## config.mk

```make
export PLATFORM = sky130hd
export DESIGN_NAME = txq_req_level
export DESIGN_NICKNAME = d
export VERILOG_FILES = /design/src/rtl/txq_pkg.sv /design/src/rtl/txq_fifo.sv /design/src/rtl/txq_trig.sv /design/src/rtl/txq_req_pins.sv /design/src/rtl/txq_req_level.sv
export SDC_FILE = /design/constraint.sdc
export NUM_CORES = 1
export LEC_CHECK = 0
export ABC_AREA = 1
export BUFFER_PORTS_ARGS = -buffer_cell sky130_fd_sc_hd__buf_2
export CAP_MARGIN = 20
export CORE_UTILIZATION = 45
export CTS_CLUSTER_DIAMETER = 120
export DETAILED_ROUTE_END_ITERATION = 10
export PLACE_DENSITY_LB_ADDON = 0.2
export SLEW_MARGIN = 20
export SYNTH_ARGS = -nofsm -noshare
export SYNTH_HDL_FRONTEND = slang
export SYNTH_SLANG_ARGS = --single-unit
export TNS_END_PERCENT = 100
```

## constraint.sdc

```tcl
create_clock -name clk -period 1.6 [get_ports clk]
set_input_delay 0.24 -clock clk [delete_from_list [all_inputs] [get_ports clk]]
set_output_delay 0.24 -clock clk [all_outputs]
set_load 0.01 [all_outputs]
```

## src/rtl/txq_pkg.sv

```systemverilog
package txq_pkg;
  // Configuration held by the block; both bits clear on any reset.
  typedef struct packed {
    logic drain_lvl;  // 1: service only when queue is drained
    logic alt_fast;   // 1: alternate pin releases without delay
  } txq_cfg_t;
endpackage

```

## src/rtl/txq_fifo.sv

```systemverilog
module txq_fifo #(
  parameter int DATA_W = 8,
  parameter int DEPTH  = 4,
  localparam int AW    = (DEPTH > 1) ? $clog2(DEPTH) : 1,
  localparam int CW    = $clog2(DEPTH + 1)
) (
  input  logic              clk,
  input  logic              clr,
  input  logic              wr_en,
  input  logic [DATA_W-1:0] wr_data,
  input  logic              pop,
  output logic              wr_acc,
  output logic [CW-1:0]     count_n,
  output logic [DATA_W-1:0] rd_data,
  output logic              rd_valid,
  output logic              ovf
);
  logic [DATA_W-1:0] mem [DEPTH];
  logic [AW-1:0]     wr_ptr, rd_ptr;
  logic [CW-1:0]     count_q;
  logic              full, pop_ok;

  assign full   = (count_q == CW'(DEPTH));
  assign wr_acc = wr_en && !full;
  assign pop_ok = pop && (count_q != '0);

  always_comb begin
    count_n = count_q;
    if (wr_acc && !pop_ok)      count_n = count_q + CW'(1);
    else if (!wr_acc && pop_ok) count_n = count_q - CW'(1);
  end

  // Storage without reset so it maps onto distributed RAM.
  always_ff @(posedge clk) begin
    if (wr_acc) mem[wr_ptr] <= wr_data;
  end

  assign rd_data = mem[rd_ptr];

  always_ff @(posedge clk) begin
    if (clr) begin
      wr_ptr   <= '0;
      rd_ptr   <= '0;
      count_q  <= '0;
      rd_valid <= 1'b0;
      ovf      <= 1'b0;
    end else begin
      if (wr_acc) wr_ptr <= (wr_ptr == AW'(DEPTH - 1)) ? '0 : wr_ptr + AW'(1);
      if (pop_ok) rd_ptr <= (rd_ptr == AW'(DEPTH - 1)) ? '0 : rd_ptr + AW'(1);
      count_q  <= count_n;
      rd_valid <= (count_n != '0);
      ovf      <= wr_en && full;
    end
  end
endmodule

```

## src/rtl/txq_trig.sv

```systemverilog
module txq_trig #(
  parameter int DEPTH = 4,
  localparam int CW   = $clog2(DEPTH + 1)
) (
  input  logic          clk,
  input  logic          clr,
  input  logic [CW-1:0] count_n,
  input  logic          drain_lvl,
  input  logic          wr_acc,
  input  logic          pend_clr,
  output logic          cond_n,
  output logic          irq_pend
);
  logic cond_q;

  // Service condition on the state that follows this edge.
  assign cond_n = drain_lvl ? (count_n == '0) : (count_n < CW'(DEPTH));

  always_ff @(posedge clk) begin
    if (clr) begin
      cond_q   <= 1'b1;   // an empty queue satisfies both selections
      irq_pend <= 1'b0;
    end else begin
      cond_q <= cond_n;
      if (cond_n && !cond_q)        irq_pend <= 1'b1;
      else if (wr_acc || pend_clr)  irq_pend <= 1'b0;
    end
  end
endmodule

```

## src/rtl/txq_req_pins.sv

```systemverilog
module txq_req_pins #(
  parameter int SLOW_CYC = 4,
  localparam int KW      = $clog2(SLOW_CYC + 1)
) (
  input  logic clk,
  input  logic clr,
  input  logic cond_n,
  input  logic mode_en,
  input  logic alt_sel,
  input  logic alt_fast,
  output logic req_pri_n,
  output logic req_alt_n
);
  logic          want_pri, want_alt;
  logic [KW-1:0] hold_cnt;

  assign want_pri = mode_en && !alt_sel && cond_n;
  assign want_alt = mode_en &&  alt_sel && cond_n;

  always_ff @(posedge clk) begin
    if (clr) req_pri_n <= 1'b1;
    else     req_pri_n <= !want_pri;
  end

  // Alternate pin: held low for SLOW_CYC edges after its cause ends,
  // unless the fast release is selected.
  always_ff @(posedge clk) begin
    if (clr) begin
      req_alt_n <= 1'b1;
      hold_cnt  <= '0;
    end else if (want_alt) begin
      req_alt_n <= 1'b0;
      hold_cnt  <= '0;
    end else if (!req_alt_n) begin
      if (hold_cnt != '0) begin
        if (hold_cnt == KW'(1)) begin
          req_alt_n <= 1'b1;
          hold_cnt  <= '0;
        end else begin
          hold_cnt <= hold_cnt - KW'(1);
        end
      end else if (alt_fast) begin
        req_alt_n <= 1'b1;
      end else begin
        hold_cnt <= KW'(SLOW_CYC);
      end
    end
  end
endmodule

```

## src/rtl/txq_req_level.sv

```systemverilog
module txq_req_level #(
  parameter int DATA_W   = 8,
  parameter int DEPTH    = 4,
  parameter int SLOW_CYC = 4,
  localparam int CW      = $clog2(DEPTH + 1)
) (
  input  logic              clk,
  input  logic              rst,
  input  logic              chan_rst,
  input  logic              cfg_we,
  input  logic              cfg_drain_lvl,
  input  logic              cfg_alt_fast,
  input  logic              req_mode_en,
  input  logic              alt_sel,
  input  logic              wr_en,
  input  logic [DATA_W-1:0] wr_data,
  input  logic              pop,
  input  logic              pend_clr,
  output logic [DATA_W-1:0] rd_data,
  output logic              rd_valid,
  output logic              ovf,
  output logic              irq_pend,
  output logic              req_pri_n,
  output logic              req_alt_n
);
  import txq_pkg::*;

  logic          clr, wr_acc, cond_n;
  logic [CW-1:0] count_n;
  txq_cfg_t      cfg_q, cfg_n;

  assign clr = rst || chan_rst;

  always_comb begin
    cfg_n = cfg_q;
    if (cfg_we) cfg_n = '{drain_lvl: cfg_drain_lvl, alt_fast: cfg_alt_fast};
  end

  always_ff @(posedge clk) begin
    if (clr) cfg_q <= '0;
    else     cfg_q <= cfg_n;
  end

  txq_fifo #(.DATA_W(DATA_W), .DEPTH(DEPTH)) u_fifo (
    .clk(clk), .clr(clr), .wr_en(wr_en), .wr_data(wr_data), .pop(pop),
    .wr_acc(wr_acc), .count_n(count_n), .rd_data(rd_data),
    .rd_valid(rd_valid), .ovf(ovf)
  );

  txq_trig #(.DEPTH(DEPTH)) u_trig (
    .clk(clk), .clr(clr), .count_n(count_n), .drain_lvl(cfg_n.drain_lvl),
    .wr_acc(wr_acc), .pend_clr(pend_clr), .cond_n(cond_n), .irq_pend(irq_pend)
  );

  txq_req_pins #(.SLOW_CYC(SLOW_CYC)) u_pins (
    .clk(clk), .clr(clr), .cond_n(cond_n), .mode_en(req_mode_en),
    .alt_sel(alt_sel), .alt_fast(cfg_n.alt_fast),
    .req_pri_n(req_pri_n), .req_alt_n(req_alt_n)
  );
endmodule

```

# Yosys cells after proc, flatten, opt, wreduce, memory -nomap -nowiden
# Memory sizes are Yosys's and may differ from the RTL's. A register that Yosys moved wholly into a read port is not among the register bits.
# Cells that the tools add are included.
# W data, S select, Z words.
[word_totals]
register_bits = 18
latch_bits = 0
ram_bits = 32
romBits = 0
in_bits = 19
out_inout_bits = 13
wordCells = 70
n_memories = 1
[mem_list]
columns = ["name", "words", "width", "read_ports", "rd_ports_with_merged_regs", "wr", "line_no", "rtl"]
rows = [
  ["u_fifo.mem", 4, 8, 1, 1, 1, "txq_fifo.sv:18", "logic [DATA_W-1:0] mem [DEPTH];"],
]
[op_classes]
n_addsub = 5
n_mul = 0
div_mod_pow = 0
n_lt_le_gt_ge = 1
n_eq_ne = 5
shifts = 0
n_mux = 20
n_bitwise = 1
n_reduce_logical = 25
[ops]
columns = ["op", "count"]
rows = [
  ["$mux W3", 5],
  ["$logic_and A1 B1 Y1", 10],
  ["$mux W1", 10],
  ["$mux W2", 5],
  ["$reduce_bool A3 Y1", 3],
  ["$logic_not A1 Y1", 6],
  ["$sub A3 B1 Y3 const B", 2],
  ["$add A2 B1 Y2 const B", 2],
  ["$eq A2 B2 Y1 const B", 2],
  ["$add A3 B1 Y3 const B", 1],
  ["$eq A3 B1 Y1 const B", 1],
  ["$eq A3 B3 Y1 const B", 1],
  ["$logic_not A3 Y1", 1],
  ["$lt A3 B3 Y1 const B", 1],
  ["$logic_or A1 B1 Y1", 2],
  ["$ne A2 B1 Y1 const B", 1],
  ["$reduce_and A2 Y1", 1],
  ["$reduce_bool A2 Y1", 1],
  ["$reduce_or A2 Y1", 1],
  ["$not A1 Y1", 1],
]

# Logic depth before layout (Yosys ltp)
# Gate-level depths: netlist (run 1).
[logic_depth]
ltp_word = 11
mapped_depth = 13
depth_no_buf = 13

# Cells and area by module
# Synthesis (run 1) repeated with hierarchy kept, for this count alone.
[unflattened]
hier_cells = 227
hier_area_um2 = 2290.9
[by_module_without_submodules]
columns = ["module", "instances", "cells_per_inst", "area_each_um2", "seq_area_each_um2"]
rows = [
  ["txq_fifo", 1, 156, 1801.7, 1181.1],
  ["txq_req_pins", 1, 41, 290.3, 100.1],
  ["txq_req_level", 1, 18, 105.1, 40.0],
  ["txq_trig", 1, 12, 93.8, 40.0],
]

# Least setup slack after synthesis (run 1)
# Ideal clock, no wire load.
[synth_timing]
kind = "register to register"
from = "register u_fifo.count_q[0]"
to = "memory u_fifo.mem[0][0] (enable)"
setup_time_ps = 371
arrival_ps = 1274
required_ps = 1229
path_slack_ps = -44
stages_incl_launch_ff = 7
cell_sequence = "dfxtp_1 inv_1 ha_1 nand2_1 nand2_1 buf_6 nor2_1"
[synth_between]
elab_chain_cells = 5
[synth_rtl]
columns = ["item", "line_no", "rtl"]
rows = [
  ["start, declared", "txq_fifo.sv:20", "logic [CW-1:0] count_q;"],
  ["start signal, assigned", "txq_fifo.sv:50", "count_q <= count_n;"],
  ["$eq A3 B3 Y1", "txq_fifo.sv:23", "assign full = (count_q == CW'(DEPTH));"],
  ["$logic_not A1 Y1", "txq_fifo.sv:24", "assign wr_acc = wr_en && !full;"],
  ["$logic_and A1 B1 Y1", "txq_fifo.sv:24", ""],
  ["$mux W1", "txq_fifo.sv:35", "if (wr_acc) mem[wr_ptr] <= wr_data;"],
  ["$mux W1 (not written as such)", "txq_fifo.sv:35", ""],
  ["end, declared", "txq_fifo.sv:18", ""],
]
# No other way between the ends.

# Final worst setup path (run 1)
[layout_timing]
from = "register u_fifo.count_q[1]"
to = "register u_pins.hold_cnt[1]"
[layout_between]
elab_chain_cells = 11
elab_cells_between_ends = 18
[layout_rtl]
columns = ["item", "line_no", "rtl"]
rows = [
  ["$eq A3 B3 Y1", "txq_fifo.sv:23", ""],
  ["$logic_not A1 Y1", "txq_fifo.sv:24", ""],
  ["$logic_and A1 B1 Y1", "txq_fifo.sv:24", ""],
  ["$logic_not A1 Y1", "txq_fifo.sv:30", "else if (!wr_acc && pop_ok) count_n = count_q - CW'(1);"],
  ["$logic_and A1 B1 Y1", "txq_fifo.sv:30", ""],
  ["$mux W3", "txq_fifo.sv:30", ""],
  ["$mux W3 (*)", "txq_fifo.sv:29", "if (wr_acc && !pop_ok) count_n = count_q + CW'(1);"],
  ["$lt A3 B3 Y1 or $logic_not A3 Y1 (tied branches)", "txq_trig.sv:17", "assign cond_n = drain_lvl ? (count_n == '0) : (count_n < CW'(DEPTH));"],
  ["$mux W1 (*)", "txq_trig.sv:17", ""],
  ["$logic_and A1 B1 Y1 (*)", "txq_req_pins.sv:18", "assign want_alt = mode_en && alt_sel && cond_n;"],
  ["$reduce_or A2 Y1 (no source line) (*)", "n/a", ""],
  ["end signal, assigned", "txq_req_pins.sv:40", "hold_cnt <= hold_cnt - KW'(1);"],
  ["end signal, assigned", "txq_req_pins.sv:45", "hold_cnt <= KW'(SLOW_CYC);"],
  ["end, declared", "txq_req_pins.sv:15", "logic [KW-1:0] hold_cnt;"],
]
# Every way passes the cells marked *; elsewhere a longest branch is shown, timed or not.
# A chain may end at the register's enable or synchronous reset.

==> flow_metrics.tcl, run 1 <==
set metrics [dict create \
    hold_buffers 0 \
    instances_no_fill 338 \
    path_common_cell "nand2_2" \
    rsz0062_at_grt "true" \
    finalClockSkew_ns 0.00804 \
    tightestPinTransition_ns 0.265 \
    pwr-share-seq_pct 52.6 \
    clock-sinks 52 \
    slew_headroom_pct 82.2 \
    ys_seq_elements 52 \
    syn_area_um2 2210 \
    pre_cts_ws_ns -0.0134 \
    io_buffers 31 \
    synth_nets 245 \
    synth_common_cells "32 x edfxtp_1, 32 x nor2_1, 28 x inv_1" \
    p_leak_nw 1.21 \
    crit_path_start "u_fifo.count_q[1]" \
    setup_viol 0 \
    start_util_pct 46.8 \
    slowest_stage "dfxtp_2" \
    drive_above_1_share_pct 34.3 \
    powerDensity_nw_per_um2 975 \
    cts_tree "yes" \
    arrival_ns 1.75 \
    fp.dieH_um 72.1 \
    p_sw_uw 589 \
    yosysUniqueCellTypes 23 \
    crit_family "simple AND/OR/NAND/NOR gates" \
    grt_usage_pct 16.1 \
    place_inst 324 \
    synth_top_area_share_pct 43.5 \
    yosysTopAreaCell "edfxtp_1" \
    r2r_end "u_pins.hold_cnt[1]" \
    die_w_um 72.1 \
    io_pins 32 \
    clock_path_buffers 2 \
    p_sw_share_pct 21.0 \
    nFillCells 393 \
    wirelength_mm 4.08 \
    synth_cells 215 \
    cpPeakStageDelay_ns 0.33 \
    cap_violations 0 \
    cts_max_level 2 \
    crit_cells 13 \
    setup_ws_ns 0.0421 \
    design_area_um2 2870 \
    globalRoute.totalOverflow 0 \
    drc 0 \
    antenna_found_initial 0 \
    dieArea_um2 5200 \
    syn_to_final_growth_pct 29.9 \
    avgRoutedWirePerCell_um 12.1 \
    worstReg2RegStart "u_fifo.count_q[1]" \
    vias_per_cell 4.76 \
    grt_start_max_net_pins 17 \
    rr_worst_depth 13 \
    p_total_mw 2.80 \
    ir_drop_v 0.000569 \
    start_kind "register" \
    yosysSeqAreaShare_pct 61.6 \
    synth_ff_type "edfxtp_1" \
    final_max_slew_viol_count 0 \
    fmax_mhz 642 \
    layout_worst_path_cycle_share_pct 97.4 \
    status "finished, final reports clean" \
    placedInstanceArea_um2 2540 \
    combPwrFrac_pct 10.5 \
    drt-pass1-iter-count 4 \
    crit_type "reg2reg" \
    finalHoldViolCount 0 \
    crit_required_ns 1.80 \
    timing.final.crit_period_ns 1.56 \
    synth_edf_count 32 \
    ant_nets 0 \
    syn_area_per_cell_um2 10.3 \
    design.core.area_um2 4720 \
    place.gp.congestion 0.800 \
    worstSetupEndpoint "u_pins.hold_cnt[1]" \
    root_buffer "clkbuf_8" \
    hp-class "in2reg" \
    numCtsBuffers 5 \
    rows 25 \
    diodes 0 \
    hpwl_mm 2.67 \
    vias 1609 \
    cp_max_fo 4 \
    insertion_delay_ns 0.30 \
    path_clk_slew_ns 0.09 \
    fin_nets 300 \
    crit_path_end_kind "register" \
    grt_pass1_wl_mm 6.29 \
    path_buf_inv 1 \
    p_int_mw 2.21 \
    ys_async_sr_fraction_pct 0 \
    cp_cell_sequence "inv_2 -> ha_4 -> nand2_4 -> nand2_4 -> nand3_4 -> nand2_2 -> nor2_2 -> nor2_2 -> nand2_1 -> nand2_2 -> nand3_2 -> nand2_2 -> nor2_1" \
    post_synth_main_area_contributors "edfxtp_1 43%, dfxtp_1 18%, ha_1 6.2%" \
    drt_iter0_drc 96 \
    regToRegSetupSlack_ns 0.04 \
    clockPowerShare_pct 36.9 \
    yosysWarnings 0 \
    grt_pass1_vias 1467 \
]
## cell families (layout without fill, tap and decap cells)
logic type | Yosys count | in the layout | share of synthesized area (%)
adders and majority gates | 11 | 11 | 6.23
DFF | 52 | 52 | 61.6
buffers and inverters | 34 | 90 | 6.11
AOI/OAI and AO/OA | 43 | 43 | 10.8
and+or+nand+nor | 75 | 75 | 15.3
## timing repair
action | CTS | global route
pin swaps | 0 | 9
resized for setup | 8 | 41
setup buffers | 1 | 5
setup endpoints to repair | 13 | 46
## registers in the layout, summed over array words and instances, names as in the netlist, 2 cells and up, named ones only
name	flops
u_fifo.wr_ptr	2
u_fifo.rd_ptr	2
u_fifo.count_q	3
u_pins.hold_cnt	3
cfg_q	2
u_fifo.mem	32
## stage by stage
step / TNS (ns) / hold WS (ns) / util [%]
after floorplan: -1.42 / 0.324 / -
after detailed placement: -0.0499 / 0.446 / 53.7
after CTS: 0 / 0.129 / 57.3
after global routing: -0.391 / 0.140 / 60.8
final: 0 / 0.136 / 60.8
after global placement: 0 / 0.445 / 53.7
## placed cells by master, fill, tap and decap left out, drive strengths merged
master    Yosys  routed
buf           1      51
nand4         2       2
a31oi         2       2
nand3        10      10
o211a         1       1
clkbuf        2       6
inv          30      29
ha           11      11
bufinv        0       2
o211ai        1       1
clkinv        1       1
nand2        25      25
dfxtp        20      20
edfxtp       32      32
nor3          2       2
o21ai        25      25
a211oi        1       1
a21oi         5       5
o22ai         8       8
clkinvlp      0       1
nor2         36      36
## routing by layer
layer  wire length [µm]  vias to the layer above  global-route usage, %
met4                 64                        0                   6.54
met3                139                        6                   4.17
li1                   -                      837                      -
met1               1900                      736                   18.8
met2               1970                       30                   28.1
met5                  0                        -                      0
## power by group through the flow
stage / registers, mW / logic [mW] / clock network [mW]
after floorplan: 1.50 / 0.135 / 0
after global placement: 1.50 / 0.241 / 0
after detailed placement: 1.50 / 0.242 / 0
after CTS: 1.47 / 0.250 / 1.06
after global routing: 1.48 / 0.325 / 1.11
final: 1.47 / 0.293 / 1.03
## layout make-up
cell class                      count  area (µm²)  area share (%)
Tap cell                           67        83.8            2.92
Clock buffer                        6        72.6            2.53
Multi-Input combinational cell    129         818            28.5
Timing Repair Buffer               51         348            12.1
Clock inverter                      2        60.1            2.09
Sequential cell                    52        1370            47.7
Inverter                           31         120            4.18
## worst min-delay path by stage
stage / slack (ns) / cells after the start / end / start
6_report: 0.14 / 2 / u_pins.req_pri_n / req_mode_en
2_1_floorplan: 0.32 / 1 / u_pins.req_pri_n / req_mode_en
3_3_place_gp: 0.44 / 2 / u_pins.req_pri_n / req_mode_en
3_5_place_dp: 0.45 / 2 / u_pins.req_pri_n / req_mode_en
4_1_cts: 0.13 / 2 / u_pins.req_pri_n / req_mode_en
5_1_grt: 0.14 / 1 / u_fifo.mem[2][3] / wr_data[3]
Power figures use the tool's default switching activity.
==> run 2, diff against run 1 <==
--- a/config.mk
+++ b/config.mk
@@ -6,11 +6,12 @@
 export NUM_CORES = 1
 export LEC_CHECK = 0
 export ABC_AREA = 1
-export BUFFER_PORTS_ARGS = -buffer_cell sky130_fd_sc_hd__buf_2
+export BUFFER_PORTS_ARGS = -buffer_cell sky130_fd_sc_hd__buf_4
 export CAP_MARGIN = 20
 export CORE_UTILIZATION = 45
 export CTS_CLUSTER_DIAMETER = 120
 export DETAILED_ROUTE_END_ITERATION = 10
+export MAX_ROUTING_LAYER = met4
 export PLACE_DENSITY_LB_ADDON = 0.2
 export SLEW_MARGIN = 20
 export SYNTH_ARGS = -nofsm -noshare
==> flow_metrics.tcl, run 2 (same netlist as run 1, synthesis figures left out) <==
set metrics [dict create \
    status "finished, final reports clean" \
    insertion_delay_ns 0.30 \
    finalClockSkew_ns 0.00381 \
    place.gp.congestion 0.849 \
    drt-pass1-iter-count 4 \
    crit_path_end_kind "output pin" \
    slew_headroom_pct 79.8 \
    pre_cts_ws_ns -0.0317 \
    crit_required_ns 1.36 \
    design_area_um2 2920 \
    grt_usage_pct 17.1 \
    finalHoldViolCount 0 \
    syn_to_final_growth_pct 32.0 \
    p_sw_uw 586 \
    clock-sinks 52 \
    grt_pass1_vias 1542 \
    cp_max_fo 9 \
    rows 25 \
    combPwrFrac_pct 12.4 \
    p_int_mw 1.96 \
    hp-class "in2reg" \
    vias_per_cell 4.78 \
    place_inst 326 \
    p_leak_nw 1.22 \
    setup_viol 0 \
    placedInstanceArea_um2 2630 \
    io_pins 32 \
    largest_reg_flops 32 \
    io_buffers 31 \
    clockPowerShare_pct 29.8 \
    cts_tree "yes" \
    design.core.area_um2 4720 \
    wirelength_mm 3.97 \
    die_w_um 72.1 \
    start_kind "register" \
    avgRoutedWirePerCell_um 11.7 \
    hpwl_mm 2.76 \
    numCtsBuffers 5 \
    drt_iter0_drc 65 \
    powerDensity_nw_per_um2 874 \
    dieArea_um2 5200 \
    top_register "u_fifo.mem" \
    ant_nets 0 \
    arrival_ns 1.31 \
    layout_worst_path_cycle_share_pct 97.0 \
    timing.final.crit_period_ns 1.55 \
    p_sw_share_pct 23.0 \
    fmax_mhz 644 \
    start_util_pct 46.8 \
    crit_type "reg2out" \
    reg_top3 "u_fifo.mem (32), u_fifo.count_q (3), u_pins.hold_cnt (3)" \
    clock_path_buffers 2 \
    cts_max_level 2 \
    final_max_slew_viol_count 0 \
    setup_ws_ns 0.0480 \
    holdWs_ns 0.131 \
    globalRoute.totalOverflow 0 \
    fin_tns_setup_ns 0 \
    antenna_found_initial 0 \
    vias 1622 \
    drive_above_1_share_pct 37.1 \
    instances_no_fill 339 \
    path_clk_slew_ns 0.09 \
    hold_buffers 0 \
    layout_common_cells "46 x buf_4, 32 x edfxtp_1, 27 x nor2_1" \
    rsz0062_at_grt "true" \
    ir_drop_v 0.000494 \
    drc 0 \
    final_common_cell "buf_4" \
    grt_start_max_net_pins 17 \
    fin_nets 301 \
    root_buffer "clkbuf_8" \
    diodes 0 \
    tightestPinTransition_ns 0.301 \
    cap_violations 0 \
    fp.dieH_um 72.1 \
    pwr-share-seq_pct 57.8 \
    grt_pass1_wl_mm 6.59 \
]
## run 2: changes by cell type in the layout (fill, tap and decap cells not counted), moves of 2 or more
cell	change
buf_2	-31
bufinv_16	-2
nor2_4	-4
o21ai_1	-5
o21ai_2	+5
nor2_2	+5
buf_4	+33
## run 2: area by class of cell
class / instances / area, µm²
clock buffers: 7 / 86.3
clock inverters: 1 / 7.51
fillers: 391 / 1810
inverters: 31 / 123
multi-input cells: 129 / 822
flip-flops and latches: 52 / 1370
well taps: 67 / 83.8
repair buffers: 52 / 425
## run 2: worst paths after layout
check	start	endpoint	slack (ns)	cells past startpoint
setup reg to reg	u_fifo.count_q[1]	u_pins.hold_cnt[0]	0.05	13
hold reg to reg	u_trig.irq_pend	u_trig.irq_pend	0.49	2
setup / recovery	register	rd_data[0]	0.05	5
hold / removal	req_mode_en	u_pins.req_pri_n	0.13	2
## run 2: timing repair
| action | in CTS | in global routing |
|---|---|---|
| setup endpoints to repair | 25 | 48 |
| buffers inserted | 2 | 3 |
| gates resized for setup | 6 | 45 |
| pin swaps | 0 | 8 |
## run 2: layer usage
| layer | up-vias | GRT usage (%) | wire [µm] |
|---|---|---|---|
| li1 | 838 | - | - |
| met1 | 748 | 19.4 | 1800 |
| met2 | 30 | 29.9 | 1980 |
| met3 | 6 | 4.31 | 136 |
| met4 | 0 | 5.23 | 45 |
| met5 | - | - | 0 |
## run 2: power by group through the flow
stage                     clock network, mW  logic, mW  registers, mW
after global placement                    0      0.270           1.50
after global routing                  0.837      0.351           1.48
final                                 0.760      0.316           1.47
after detailed placement                  0      0.273           1.50
after CTS                             0.794      0.281           1.47
after floorplan                           0      0.135           1.50
## run 2: critical path, cell delays in order, from the launching register on
cell	delay [ns]
dfxtp_4	0.38
clkinvlp_4	0.11
buf_12	0.15
o21ai_1	0.13
o22ai_1	0.09
buf_4	0.15
## run 2: stage by stage
| step | total power [mW] | util (%) |
|---|---|---|
| floorplan | 1.64 | - |
| global placement | 1.77 | 55.7 |
| detailed placement | 1.78 | 55.7 |
| CTS | 2.55 | 58.5 |
| global route | 2.67 | 61.8 |
| finish | 2.55 | 61.8 |
